==> config.mk <==
export PLATFORM = sky130hd
export DESIGN_NAME = supply_supervisor_seq
export DESIGN_NICKNAME = d
export VERILOG_FILES = /design/src/rtl/sup_pkg.sv /design/src/rtl/sup_sync.sv /design/src/rtl/sup_chan_filter.sv /design/src/rtl/sup_pg_combine.sv /design/src/rtl/supply_supervisor_seq.sv
export SDC_FILE = /design/constraint.sdc
export NUM_CORES = 1
export LEC_CHECK = 0
export ABC_CLOCK_PERIOD_IN_PS = 10100
export BUFFER_PORTS_ARGS = -buffer_cell sky130_fd_sc_hd__clkbuf_2
export CAP_MARGIN = 20
export CORE_MARGIN = 1
export CORE_UTILIZATION = 50
export CTS_CLUSTER_SIZE = 8
export DETAILED_ROUTE_END_ITERATION = 10
export PLACE_DENSITY = 0.71
export SYNTH_ARGS = -nofsm -noshare
export SYNTH_HDL_FRONTEND = slang
export SYNTH_SLANG_ARGS = --single-unit
==> constraint.sdc <==
create_clock -name clk -period 10.1 [get_ports clk]
set_input_delay 0.505 -clock clk [delete_from_list [all_inputs] [get_ports clk]]
set_output_delay 0.505 -clock clk [all_outputs]
set_load 0.005 [all_outputs]
==> src/rtl/sup_pkg.sv <==
package sup_pkg;

  typedef enum logic {
    CH_WAIT = 1'b0,
    CH_GOOD = 1'b1
  } ch_state_e;

  // Counter width able to hold values 0 .. limit-1
  function automatic int ctr_width(input int limit);
    return (limit < 2) ? 1 : $clog2(limit);
  endfunction

  function automatic int max2(input int a, input int b);
    return (a > b) ? a : b;
  endfunction

  // True when the current sample completes a window of 'limit' samples
  function automatic logic window_done(input logic [31:0] cnt,
                                       input logic [31:0] limit);
    return (cnt + 32'd1) >= limit;
  endfunction

endpackage

==> src/rtl/sup_sync.sv <==
module sup_sync #(
  parameter int WIDTH  = 1,
  parameter int STAGES = 2
) (
  input  logic             clk,
  input  logic             rst_n,
  input  logic [WIDTH-1:0] d,
  output logic [WIDTH-1:0] q
);

  logic [STAGES-1:0][WIDTH-1:0] pipe;

  always_ff @(posedge clk or negedge rst_n) begin
    if (!rst_n) begin
      pipe <= '0;
    end else begin
      pipe[0] <= d;
      for (int s = 1; s < STAGES; s++) pipe[s] <= pipe[s-1];
    end
  end

  assign q = pipe[STAGES-1];

endmodule

==> src/rtl/sup_chan_filter.sv <==
module sup_chan_filter
  import sup_pkg::*;
#(
  parameter int QUAL_CYCLES   = 16,
  parameter int GLITCH_CYCLES = 4
) (
  input  logic clk,
  input  logic rst_n,
  input  logic en_i,
  input  logic rail_i,
  output logic good_o,
  output logic good_nxt_o,
  output logic qual_done_o,
  output logic glitch_done_o
);

  localparam int CW = ctr_width(max2(QUAL_CYCLES, GLITCH_CYCLES));
  localparam logic [31:0] QUAL_LIM   = 32'(QUAL_CYCLES);
  localparam logic [31:0] GLITCH_LIM = 32'(GLITCH_CYCLES);

  ch_state_e   state_q, state_d;
  logic [CW-1:0] cnt_q, cnt_d;
  logic        toward_change;
  logic [31:0] limit;
  logic        hit;

  // A sample counts toward a state change when it disagrees with the state
  assign toward_change = (state_q == CH_WAIT) ? rail_i : !rail_i;
  assign limit         = (state_q == CH_WAIT) ? QUAL_LIM : GLITCH_LIM;
  assign hit           = toward_change && window_done(32'(cnt_q), limit);

  always_comb begin
    state_d = state_q;
    cnt_d   = cnt_q;
    if (!en_i) begin
      state_d = CH_WAIT;
      cnt_d   = '0;
    end else if (toward_change) begin
      if (hit) begin
        state_d = (state_q == CH_WAIT) ? CH_GOOD : CH_WAIT;
        cnt_d   = '0;
      end else begin
        cnt_d = cnt_q + CW'(1);
      end
    end else begin
      cnt_d = '0;
    end
  end

  always_ff @(posedge clk or negedge rst_n) begin
    if (!rst_n) begin
      state_q <= CH_WAIT;
      cnt_q   <= '0;
    end else begin
      state_q <= state_d;
      cnt_q   <= cnt_d;
    end
  end

  assign good_o        = (state_q == CH_GOOD);
  assign good_nxt_o    = (state_d == CH_GOOD);
  assign qual_done_o   = en_i && (state_q == CH_WAIT) && hit;
  assign glitch_done_o = en_i && (state_q == CH_GOOD) && hit;

endmodule

==> src/rtl/sup_pg_combine.sv <==
module sup_pg_combine #(
  parameter int NUM_CH = 4
) (
  input  logic              clk,
  input  logic              rst_n,
  input  logic [NUM_CH-1:0] good_i,
  input  logic [NUM_CH-1:0] good_nxt_i,
  output logic              pg_o
);

  // Rising needs all statuses already high; falling follows next state at once
  logic pg_d;
  assign pg_d = (&good_i) && (&good_nxt_i);

  always_ff @(posedge clk or negedge rst_n) begin
    if (!rst_n) pg_o <= 1'b0;
    else        pg_o <= pg_d;
  end

endmodule

==> src/rtl/supply_supervisor_seq.sv <==
module supply_supervisor_seq #(
  parameter int                NUM_CH        = 4,
  parameter int                QUAL_CYCLES   = 8_000_000,
  parameter int                GLITCH_CYCLES = 1500,
  parameter int                SYNC_STAGES   = 2,
  parameter logic [NUM_CH-1:0] USED_MASK     = '1
) (
  input  logic              clk,
  input  logic              rst_n,
  input  logic              enable_i,
  input  logic [NUM_CH-1:0] rail_ok_i,
  output logic [NUM_CH-1:0] chan_good_o,
  output logic              power_good_o
);

  localparam int SW = NUM_CH + 1;

  logic [SW-1:0]     synced;
  logic              en_sync;
  logic [NUM_CH-1:0] rail_sync;
  logic [NUM_CH-1:0] rail_eff;
  logic [NUM_CH-1:0] good_nxt;
  logic [NUM_CH-1:0] qual_done;
  logic [NUM_CH-1:0] glitch_done;

  sup_sync #(.WIDTH(SW), .STAGES(SYNC_STAGES)) u_sync (
    .clk   (clk),
    .rst_n (rst_n),
    .d     ({enable_i, rail_ok_i}),
    .q     (synced)
  );

  assign en_sync   = synced[NUM_CH];
  assign rail_sync = synced[NUM_CH-1:0];

  for (genvar i = 0; i < NUM_CH; i++) begin : g_ch
    if (USED_MASK[i]) begin : g_used
      assign rail_eff[i] = rail_sync[i];
    end else begin : g_unused
      assign rail_eff[i] = 1'b1;
    end

    sup_chan_filter #(
      .QUAL_CYCLES   (QUAL_CYCLES),
      .GLITCH_CYCLES (GLITCH_CYCLES)
    ) u_filt (
      .clk           (clk),
      .rst_n         (rst_n),
      .en_i          (en_sync),
      .rail_i        (rail_eff[i]),
      .good_o        (chan_good_o[i]),
      .good_nxt_o    (good_nxt[i]),
      .qual_done_o   (qual_done[i]),
      .glitch_done_o (glitch_done[i])
    );
  end

  sup_pg_combine #(.NUM_CH(NUM_CH)) u_pg (
    .clk        (clk),
    .rst_n      (rst_n),
    .good_i     (chan_good_o),
    .good_nxt_i (good_nxt),
    .pg_o       (power_good_o)
  );

endmodule

==> results of run 1 <==
-- worst register-to-register path: stages (launching register included) --
cell and delay [ns]:
dfrtp_1 0.42, ha_1 0.27, and3_1 0.26, xnor2_1 0.20, ha_1 0.28, a2111oi_0 0.45, o2111ai_1 0.19, a2111oi_0 0.47
o21ai_0 0.23, a211oi_2 0.34, nand3_1 0.68, a21oi_1 0.38
-- how the worst max path moves through the flow --
stage                                            from                            endpoint  slack, ns  cells past startpoint
floorplan           g_ch[3].u_filt.cnt_q[0]$_DFF_PN0_  g_ch[3].u_filt.cnt_q[13]$_DFF_PN0_       6.88                     13
global placement    g_ch[1].u_filt.cnt_q[0]$_DFF_PN0_  g_ch[1].u_filt.cnt_q[15]$_DFF_PN0_       6.12                     12
detailed placement  g_ch[2].u_filt.cnt_q[0]$_DFF_PN0_   g_ch[2].u_filt.cnt_q[5]$_DFF_PN0_       5.92                     11
CTS                 g_ch[2].u_filt.cnt_q[0]$_DFF_PN0_   g_ch[2].u_filt.cnt_q[5]$_DFF_PN0_       5.89                     11
global route        g_ch[2].u_filt.cnt_q[0]$_DFF_PN0_   g_ch[2].u_filt.cnt_q[9]$_DFF_PN0_       5.57                     11
finish              g_ch[2].u_filt.cnt_q[0]$_DFF_PN0_   g_ch[2].u_filt.cnt_q[5]$_DFF_PN0_       5.84                     11
-- kinds of logic (layout without fill, tap and decap cells) --
logic type | count (synthesis) | after routing | synth area share (%)
AO/OA/AOI/OAI | 73 | 73 | 7.82
XOR/XNOR | 87 | 87 | 11.4
adder cells (fa/ha/maj) | 60 | 60 | 11.3
buffers and inverters | 38 | 50 | 2.61
flip-flops | 107 | 107 | 40.1
multiplexers | 4 | 4 | 0.600
AND/OR/NAND/NOR | 310 | 310 | 26.1
-- where the power goes --
part	switching (mW)	internal, mW
logic	0.0156	0.00378
registers	0.00320	0.432
clock network	0.169	0.219
-- registers in the layout, summed over array words and instances (netlist names) --
register            count
g_ch.u_filt.cnt_q      92
u_sync.q                5
u_pg.pg_o               1
g_ch.u_filt.good_o      4
u_sync.pipe             5
-- cell usage in the layout, fill, tap and decap left out, types with 14 or more instances in the layout --
| cell type | n |
|---|---|
| a21oi_1 | 14 |
| dfrtp_1 | 107 |
| ha_1 | 60 |
| inv_1 | 21 |
| nand2_1 | 39 |
| nand3_1 | 44 |
| nand4_1 | 26 |
| nor2_1 | 63 |
| nor2b_1 | 63 |
| o21ai_0 | 14 |
| xnor2_1 | 53 |
| xor2_1 | 34 |
-- layout make-up --
type	instances	share of cell area, %
Sequential cell	107	37.2
Clock inverter	7	1.41
Timing Repair Buffer	13	1.01
Multi-Input combinational cell	534	53.1
Inverter	21	1.10
Tap cell	172	2.99
Clock buffer	9	3.13
-- through the flow --
step	utilization, %	instance area [um2]	power (mW)	std cells
2_1_floorplan	-	6670	0.451	679
3_3_place_gp	53.5	6860	0.463	847
3_5_place_dp	53.5	6860	0.464	847
4_1_cts	56.1	7190	0.855	863
5_1_grt	56.1	7190	0.872	863
6_report	56.1	7190	0.842	863
-- metal layers --
| layer | track usage [%] | up-vias | part of all wire, % |
|---|---|---|---|
| met5 | 0 | - | 0 |
| met4 | 5.53 | 0 | 1.6 |
| met3 | 4.70 | 22 | 3.3 |
| met2 | 35.3 | 91 | 49 |
| met1 | 25.3 | 2413 | 46 |
| li1 | - | 2421 | - |
==> results by group, run 1 <==
Run status
  • Status: completed

Routing
  • Vias per cell: 5.73
  • DR pass1 iterations: 5
  • Routed wire length: 13000 um
  • Routed length per placed instance: 15.1 um
  • Routed Antenna Nets: 0
  • Vias: 4947
  • Drt drc: 0
  • Initial DRC Count: 308

Timing
  • Worst Hold Slack: 0.162 ns
  • Tmin final: 4.26 ns
  • Hold Fails Final Rpt: 0
  • Slew Limit Fails: 0
  • Post-route clock period utilization: 42.1%
  • Setup violators final: 0
  • Slew @ Worst Pin: 0.896 ns
  • Final Skew: 0.0103 ns
  • Setup_tns: 0 ns
  • F_max: 235 MHz
  • RSZ-0062 raised after global routing: no
  • Final WS setup: 5.84 ns
  • Relative slew slack: 40.2%

Hold path
  • Hold Path Class: input port to asynchronous set/reset pin

Setup path
  • CP Data Required Time: 10.35 ns
  • Crit-path max FO: 23
  • Cell family with most CP delay: compound AO/OA/AOI/OAI gates
  • CP peak stage delay: 0.68 ns
  • Worst r2r src: g_ch[2].u_filt.cnt_q[0]$_DFF_PN0_
  • Cells along the critical path: ha_1 -> and3_1 -> xnor2_1 -> ha_1 -> a2111oi_0 -> o2111ai_1 -> a2111oi_0 -> o21ai_0 -> a211oi_2 -> nand3_1 -> a21oi_1
  • Reg2reg end: g_ch[2].u_filt.cnt_q[5]$_DFF_PN0_
  • Buf/Inv on CP: 0
  • Worst EP arrival: 4.51 ns
  • Crit path kind: register to register
  • Startpoint types: register
  • CP max-delay cell: nand3_1
  • Flop-to-flop setup slack: 5.84 ns
  • Reg2Reg Depth: 11
  • Setup crit end kind: register

Placement
  • PortBufs: 11
  • Post-DP HPWL: 9320 um
  • Placement Setup Slack: 5.92 ns
  • Final GP Congestion: 0.849

CTS
  • H-tree depth: 3
  • # hold bufs at CTS: 0
  • CTS tree: done
  • Clk root buf: clkbuf_16
  • Post-cts sizing count: 0
  • CTS Buf Count: 9
  • Clock Sinks: 107
  • Clock tree buffer depth: 2
  • Setup Buffers After CTS: 0
  • Reg clk slew, reported paths: 0.07 ns
  • Clock Latency Late Sink: 0.37 ns

Synth
  • Post-synth top area share: 40.1%
  • Unique cell type count in the Yosys netlist: 65
  • Post-synthesis register bit count: 107
  • Mapped Area: 6670 um2
  • Register area share after synthesis: 40.1%
  • Yosys warnings: 0
  • Post-synth EDFFs: 0
  • Synth top area cells: dfrtp_1 40%, ha_1 11%, xnor2_1 7.0%, nor2b_1 5.9%, xor2_1 4.5%
  • Cell accounting for the most synthesized area: dfrtp_1
  • Syn_area_per_cell: 9.82 um2
  • Main synth FF type: dfrtp_1
  • Synth top cells by count: 107 x dfrtp_1, 63 x nor2_1, 63 x nor2b_1
  • Most common cell in the netlist: dfrtp_1
  • Asr flop ratio synth: 100%
  • Cells after Synth: 679
  • Mapped Nets: 746

Global route
  • First-pass GRT wire length: 23100 um
  • Antenna violations before repair: 0
  • Remaining Overflow, GRT: 0
  • Vias in the first global route: 4997
  • Largest net degree at the start of global routing: 57
  • All-layer global routing usage: 20.3%

Job
  • Max-Cap Viols: 0

Final layout
  • ANT cells: 0
  • Final-stage net count: 753
  • Layout Area Growth over Synthesis: 7.78%
  • Final-layout fill cell count: 1115
  • Sequential cell area: 2680 um2
  • Layout cells sized above 1: 6.66%
  • Multi-input logic area: 3820 um2

Floorplanning
  • Core area: 12800 um2
  • DIE AREA: 13800 um2
  • Die X: 118 um
  • Die Height: 118 um
  • Rows: 41
  • Ports: 12
  • Starting Density: 52.0%

Power
  • Worst vdd ir: 88.4 uV
  • P per Cell Area: 117 nW/um2
  • Leakage: 3.23 nW
(Power assumes the default switching activity.)
==> run 2, diff against run 1 <==
Settings changed: ABC_AREA from default to 1, ABC_CLOCK_PERIOD_IN_PS 10100 to 4100.
Clock period 10.1 ns to 4.1 ns, I/O delays scaled along.
==> run 2 against run 1 <==
  * Clock power grew to 2.5 times the previous value
  * Non-clock buffer count grew 7
  * Die area is 9.5% higher
  * Global-route usage increased by 0.21 points
  * Critical endpoint is now g_ch[0].u_filt.cnt_q[22]$_DFF_PN0_
==> results by group, run 2 <==
Floorplanning
  • Die X: 123 um (+4.6%)
  • Starting Density: 51.9% (-0.11 points)
  • Ports: 12 (unchanged)
  • Die Height: 123 um (+4.6%)
  • Rows: 43 (+4.9%)
  • DIE AREA: 15100 um2 (+9.5%)
  • Core area: 14100 um2 (+9.9%)

Power
  • Internal: 1.63 mW (+150%)
  • Worst vdd ir: 261 uV (+190%)
  • P_sw: 0.484 mW (+160%)
  • Switching share of power: 22.9% (+0.64 points)
  • Clock power share: 46.4% (+0.3 points)
  • Combinational share of power: 2.9% (+0.6 points)
  • Total Power: 2.11 mW (+150%)
  • P per Cell Area: 267 nW/um2 (+130%)
  • Reg power frac: 50.8% (-0.8 points)
  • Leakage: 3.88 nW (+20%)

Global route
  • All-layer global routing usage: 20.5% (+0.21 points)
  • Antenna violations before repair: 0 (unchanged)
  • Vias in the first global route: 5389 (+7.8%)
  • Largest net degree at the start of global routing: 70 (+23%)
  • Remaining Overflow, GRT: 0 (unchanged)
  • First-pass GRT wire length: 24400 um (+5.9%)

Synth
  • Mapped Area: 7320 um2 (+9.7%)
  • Simple-Gate Fraction of Synth Area: 32.2% (+6.0 points)
  • Synth top cells by count: 200 x nand2_1, 138 x inv_1, 131 x nor2_1
  • Asr flop ratio synth: 100% (unchanged)
  • Register area share after synthesis: 36.6% (-3.5 points)
  • Syn_area_per_cell: 7.83 um2 (-20%)
  • Post-synthesis register bit count: 107 (unchanged)
  • Most common cell in the netlist: nand2_1
  • Synth top area cells: dfrtp_1 37%, ha_1 10%, nand2_1 10%, inv_1 7.1%, nor2_1 6.7%
  • Mux contribution to synthesized area: 0% (-0.60 points)
  • Cells after Synth: 934 (+38%)
  • Cell accounting for the most synthesized area: dfrtp_1
  • Main synth FF type: dfrtp_1
  • Compound-Gate Fraction of Synth Area: 5.66% (-2.2 points)
  • Largest family of logic cells by synthesized area: simple AND/OR/NAND/NOR gates
  • Post-synth EDFFs: 0 (unchanged)
  • Mapped Nets: 1001 (+34%)
  • Post-synthesis adder-cell area fraction: 10.3% (-0.99 points)
  • Synth Area in XOR/XNOR: 6.55% (-4.9 points)
  • Yosys warnings: 0 (unchanged)
  • Post-synth top area share: 36.6% (-3.5 points)
  • Unique cell type count in the Yosys netlist: 42 (-35%)

Final layout
  • Commonest non-fill, non-tap cell in the layout: nand2_1
  • ANT cells: 0 (unchanged)
  • Final-stage net count: 1020 (+35%)
  • Post-Layout Cell Count: 1138 (+32%)
  • Post-route cell area: 7890 um2 (+9.8%)
  • Commonest cells after routing, fill and taps aside: 200 x nand2_1, 138 x inv_1, 131 x nor2_1
  • Layout cells sized above 1: 12.4% (+5.8 points)
  • Max reg flops: 92 (unchanged)
  • Reg with most FFs: g_ch.u_filt.cnt_q
  • Finished Core Util: 56.0% (-0.076 points)
  • Final-layout fill cell count: 1362 (+22%)
  • Layout Area Growth over Synthesis: 7.87% (about the same)

Routing
  • Vias: 5615 (+14%)
  • Routed wire length: 13800 um (+6.1%)
  • DR pass1 iterations: 5 (unchanged)
  • Drt drc: 0 (unchanged)
  • Routed Antenna Nets: 0 (unchanged)
  • Initial DRC Count: 300 (-2.6%)
  • Vias per cell: 4.93 (-14%)
  • Routed length per placed instance: 12.1 um (-20%)

Setup path
  • Crit path from: g_ch[0].u_filt.cnt_q[0]$_DFF_PN0_
  • Crit path kind: register to register
  • Worst r2r src: g_ch[0].u_filt.cnt_q[0]$_DFF_PN0_
  • CP Data Required Time: 4.37 ns (-5.98 ns)
  • Crit-path max FO: 23 (unchanged)
  • Startpoint types: register
  • Worst EP arrival: 3.70 ns (-0.81 ns)
  • Setup crit end kind: register

CTS
  • Clock Sinks: 107 (unchanged)
  • Reg clk slew, reported paths: 0.08 ns (about the same)
  • Setup Buffers After CTS: 0 (unchanged)
  • Post-cts sizing count: 0 (unchanged)
  • CTS tree: done
  • Clock tree buffer depth: 2 (unchanged)
  • Clk root buf: clkbuf_16
  • CTS Buf Count: 9 (unchanged)
  • Clock Latency Late Sink: 0.36 ns (about the same)
  • H-tree depth: 3 (unchanged)

Timing
  • Relative slew slack: 38.3% (-1.9 points)
  • RSZ-0062 raised after global routing: no
  • Worst Hold Slack: 0.350 ns (+0.188 ns)
  • Setup violators final: 0 (unchanged)
  • Post-route clock period utilization: 83.5% (+41 points)
  • Final WS setup: 0.675 ns (-5.17 ns)
  • Slew Limit Fails: 0 (unchanged)
  • F_max: 292 MHz (+24%)
  • Slew @ Worst Pin: 0.924 ns (+0.0284 ns)
  • Final Skew: 0.00599 ns (-0.00435 ns)
  • Setup_tns: 0 ns (unchanged)
  • Tmin final: 3.42 ns (-0.831 ns)
  • Hold Fails Final Rpt: 0 (unchanged)

Placement
  • Inst Count DP: 1116 (+32%)
  • Final GP Congestion: 0.892 (+5.0%)
  • Post-DP HPWL: 10300 um (+10%)
  • Placement Setup Slack: 0.664 ns (-5.26 ns)
  • Placed cell areas: 7500 um2 (+9.3%)
  • PortBufs: 11 (unchanged)

Run status
  • Status: completed

Hold path
  • Worst hold start: u_sync.pipe[2]$_DFF_PN0_
  • Hold Path Class: register to register

Job
  • Max-Cap Viols: 0 (unchanged)
==> run 2: cell types whose count changed after synthesis, moves of 37 or more <==
cell     previous run  this run
nand2_1            39       200
inv_1              21       138
nor2_1             63       131
nor2b_1            63         0
nor2_2              0        48
xnor2_1            53        16
==> run 2: critical path, stage by stage (launching register included) <==
cell and delay [ns]:
dfrtp_1 0.42, ha_1 0.25, nand3_2 0.15, nor2_4 0.16
nand2_1 0.10, nor2_1 0.16, nand2_1 0.09, nor3_1 0.23
nand3_1 0.13, xor2_1 0.19, inv_1 0.06, ha_1 0.29
nand4_1 0.13, nor2_1 0.08, a21oi_4 0.19, o2111ai_4 0.48
nor2_1 0.24
==> run 2: final timing paths <==
| kind | slack [ns] | endpoint | cells after the start |
|---|---|---|---|
| setup / recovery | 0.68 | g_ch[0].u_filt.cnt_q[22]$_DFF_PN0_ | 16 |
| hold / removal | 0.35 | u_sync.q[2]$_DFF_PN0_ | 0 |
| setup reg to reg | 0.68 | g_ch[0].u_filt.cnt_q[22]$_DFF_PN0_ | 16 |
| hold reg to reg | 0.35 | u_sync.q[2]$_DFF_PN0_ | 0 |
| max in group asynchronous | 2.60 | u_sync.pipe[2]$_DFF_PN0_ | 3 |
| min in group asynchronous | 0.49 | g_ch[0].u_filt.cnt_q[0]$_DFF_PN0_ | 2 |
==> run 2: cell type report <==
| class | instances | area, um2 | area share (%) |
|---|---|---|---|
| clock inverter | 7 | 105 | 1.33 |
| timing repair buffer | 20 | 140 | 1.78 |
| multi-input combinational | 676 | 4000 | 50.6 |
| inverter | 139 | 522 | 6.61 |
| sequential | 107 | 2680 | 33.9 |
| clock buffer | 9 | 225 | 2.85 |
| tap | 180 | 225 | 2.85 |
==> run 2: layer usage <==
layer | GRT usage [%] | part of all wire [%] | vias up | routed length [um]
met5 | 0 | 0 | - | 0
met1 | 28.4 | 50 | 2549 | 6910
li1 | - | - | 2985 | -
met2 | 33.0 | 46 | 70 | 6330
met4 | 5.11 | 1.0 | 0 | 140
met3 | 3.92 | 3.2 | 11 | 436
==> run 2: power by group through the flow <==
| stage | sequential (mW) | combinational (mW) | clock [mW] |
|---|---|---|---|
| 6_report | 1.07 | 0.0603 | 0.978 |
| 5_1_grt | 1.07 | 0.0702 | 1.04 |
| 4_1_cts | 1.07 | 0.0633 | 1.01 |
| 3_5_place_dp | 1.09 | 0.0586 | 0 |
| 3_3_place_gp | 1.09 | 0.0586 | 0 |
| 2_1_floorplan | 1.09 | 0.0336 | 0 |
==> run 2: logic make-up after synthesis <==
logic type                 count (synthesis)
buffers and inverters                    151
adders and majority gates                 60
DFF                                      107
xor gates and xnor gates                  53
and+or+nand+nor                          507
AOI/OAI and AO/OA                         56
==> run 2: timing repair <==
item                                    in CTS  in global routing
endpoints found under the hold margin        9                  0
endpoints found under the setup margin       0                  0
hold buffers                                 6                  0
==> run 3, diff against run 2 <==
Settings changed: ABC_AREA 1 to 0, ABC_CLOCK_PERIOD_IN_PS 4100 to 2890, PLACE_DENSITY 0.71 to 0.73.
Clock period 4.1 ns to 2.89 ns, I/O delays scaled along.
==> run 3 against run 2 <==
  * Maximum frequency grew 2.6%
  * Critical endpoint is now g_ch[0].u_filt.cnt_q[18]$_DFF_PN0_
  * Sequential power grew 42%
  * Cell count shrank 8.9%
  * The run now ends with negative setup slack left
  * Routed wire length grew 25%
  * Largest power group unchanged
  * Worst hold slack lost 0.0016 ns
  * Critical path depth is the same
  * Via count grew 3.2%
  * Total power grew 39%
  * Register-to-register slack lost 1.1 ns
==> results by group, run 3 (synthesis results as in run 1) <==
Global route
  • First-pass GRT wire length: 27900 um (+14%)
  • Antenna violations before repair: 0 (unchanged)
  • All-layer global routing usage: 25.1% (+4.6 points)
  • Vias in the first global route: 6029 (+12%)
  • Largest net degree at the start of global routing: 64 (-8.6%)
  • Remaining Overflow, GRT: 0 (unchanged)

Power
  • Reg power frac: 51.9% (+1.1 points)
  • Combinational share of power: 5.3% (+2.4 points)
  • Total Power: 2.93 mW (+39%)
  • P_sw: 0.667 mW (+38%)
  • P per Cell Area: 313 nW/um2 (+17%)
  • Clock power share: 42.8% (-3.6 points)
  • Worst vdd ir: 327 uV (+26%)
  • Switching share of power: 22.8% (-0.19 points)
  • Leakage: 4.26 nW (+9.8%)
  • Internal: 2.27 mW (+39%)

Hold path
  • Hold Path Class: register to register

Timing
  • Post-route clock period utilization: 115% (+32 points)
  • Hold Fails Final Rpt: 0 (unchanged)
  • Slew Limit Fails: 0 (unchanged)
  • F_max: 300 MHz (+2.6%)
  • Final WS setup: -0.447 ns (-1.12 ns)
  • Setup violators final: 97 (+97)
  • Relative slew slack: 44.0% (+5.7 points)
  • Worst Hold Slack: 0.348 ns (-0.00163 ns)
  • Slew @ Worst Pin: 0.840 ns (-0.0847 ns)
  • Final Skew: 0.00871 ns (+0.00271 ns)
  • Tmin final: 3.34 ns (-0.0875 ns)
  • RSZ-0062 raised after global routing: yes

Floorplanning
  • Die Height: 118 um (-4.4%)
  • Core area: 12800 um2 (-9.0%)
  • DIE AREA: 13800 um2 (-8.7%)
  • Ports: 12 (unchanged)
  • Die X: 118 um (-4.4%)
  • Starting Density: 52.0% (+0.11 points)
  • Rows: 41 (-4.7%)

Setup path
  • Cells along the critical path: buf_6 -> nand4_1 -> buf_4 -> nor4_4 -> buf_4 -> nand2_1 -> xnor2_2 -> ha_1 -> a21oi_2 -> o22ai_1 -> nor2_1 -> o21ai_1 -> a211oi_2 -> nand3_2 -> buf_6 -> nor2b_1
  • Worst EP arrival: 3.63 ns (-0.07 ns)
  • CP Data Required Time: 3.19 ns (-1.18 ns)
  • Setup crit end kind: register
  • Crit-path max FO: 7 (-70%)
  • CP peak stage delay: 0.38 ns (-0.10 ns)
  • Startpoint types: register
  • CP max-delay cell: dfrtp_1
  • Crit path kind: register to register

CTS
  • Clock tree buffer depth: 2 (unchanged)
  • Clk root buf: clkbuf_16
  • CTS Buf Count: 9 (unchanged)
  • Clock Sinks: 107 (unchanged)
  • H-tree depth: 3 (unchanged)
  • Reg clk slew, reported paths: 0.07 ns (about the same)
  • Clock Latency Late Sink: 0.37 ns (about the same)
  • CTS tree: done

Routing
  • Routed Antenna Nets: 0 (unchanged)
  • Routed wire length: 17300 um (+25%)
  • Drt drc: 0 (unchanged)
  • DR pass1 iterations: 4 (-1)
  • Routed length per placed instance: 16.7 um (+37%)
  • Vias per cell: 5.59 (+13%)
  • Initial DRC Count: 358 (+19%)
  • Vias: 5796 (+3.2%)

Final layout
  • Max reg flops: 92 (unchanged)
  • Finished Core Util: 73.0% (+17 points)
  • Final-stage net count: 927 (-9.1%)
  • Layout Area Growth over Synthesis: 40.4%
  • Commonest non-fill, non-tap cell in the layout: buf_4
  • ANT cells: 0 (unchanged)
  • Reg with most FFs: g_ch.u_filt.cnt_q
  • Layout cells sized above 1: 39.1% (+27 points)
  • Post-route cell area: 9360 um2 (+19%)
  • Commonest cells after routing, fill and taps aside: 149 x buf_4, 102 x dfrtp_1, 52 x ha_1

Run status
  • Status: finished, violations left
  • Failing checks: negative setup slack

Placement
  • PortBufs: 11 (unchanged)
  • Final GP Congestion: 0.857 (-3.9%)
  • Placed cell areas: 8000 um2 (+6.6%)
  • Placement Setup Slack: -0.386 ns (-1.05 ns)
  • Post-DP HPWL: 11200 um (+8.4%)

Job
  • Max-Cap Viols: 0 (unchanged)
## run 3: cell count changes in the layout (fill, tap and decap cells not counted), sizes merged, moves of 10 or more
| cell | delta |
|---|---|
| nor2b | +63 |
| a21oi | -16 |
| buf | +167 |
| nand2 | -169 |
| nor2 | -120 |
| and3 | +10 |
| xnor2 | +36 |
| nor4 | +11 |
| inv | -122 |
| nand3 | -15 |
## run 3: critical path: cells and delay by family (launching register included)
family / cells / cell delay [ns]
simple gates: 6 / 1.04
buf+inv: 4 / 0.77
compound gates: 4 / 0.57
flops: 1 / 0.38
fa+ha+maj: 1 / 0.30
xor+xnor: 1 / 0.19
## run 3: path summary, 6_finish.rpt
path	slack, ns	endpoint	startpoint	depth (start not counted)
min reg2reg	0.35	u_sync.q[0]$_DFF_PN0_	u_sync.pipe[0]$_DFF_PN0_	0
min in group asynchronous	0.41	g_ch[0].u_filt.cnt_q[14]$_DFF_PN0_	rst_n	2
min	0.35	u_sync.q[0]$_DFF_PN0_	u_sync.pipe[0]$_DFF_PN0_	0
max reg2reg	-0.45	g_ch[0].u_filt.cnt_q[18]$_DFF_PN0_	g_ch[0].u_filt.cnt_q[1]$_DFF_PN0_	16
max in group asynchronous	1.73	g_ch[1].u_filt.cnt_q[6]$_DFF_PN0_	rst_n	3
max	-0.45	g_ch[0].u_filt.cnt_q[18]$_DFF_PN0_	g_ch[0].u_filt.cnt_q[1]$_DFF_PN0_	16
## run 3: timing repair
action / 4_1_cts / 5_1_grt
hold buffers: 6 / 0
gates cloned: 5 / 0
pin swaps: 44 / 35
hold endpoints to repair: 67 / 0
gates resized for setup: 65 / 99
setup buffers: 18 / 19
setup endpoints to repair: 97 / 97
## run 3: final cells by class
class                           instances  area [um2]
Fill cell                             838        3460
Inverter                               21        78.8
Multi-Input combinational cell        534        4560
Sequential cell                       107        2680
Timing Repair Buffer                  187        1540
Tap cell                              172         215
Clock buffer                           11         243
Clock inverter                          5        52.6
## run 3: layer usage
metal | wire length [um] | vias to the layer above | track usage, %
met5 | 0 | - | 0
met4 | 437 | 0 | 10.1
met3 | 508 | 40 | 3.20
met2 | 8870 | 108 | 44.9
met1 | 7450 | 2878 | 30.6
li1 | - | 2770 | -
## run 3: power by group through the flow
stage	clock network, mW	logic (mW)	registers [mW]
floorplan	0	0.0414	1.55
global placement	0	0.0936	1.55
detailed placement	0	0.0977	1.55
CTS	1.27	0.144	1.52
global route	1.32	0.168	1.52
finish	1.26	0.154	1.52
## run 3: stage by stage
stage,instances,setup TNS [ns]
floorplan,679,-2.90
global route,1037,-43.60
detailed placement,976,-26.17
global placement,976,-15.17
CTS,1021,-22.64
finish,1037,-30.60
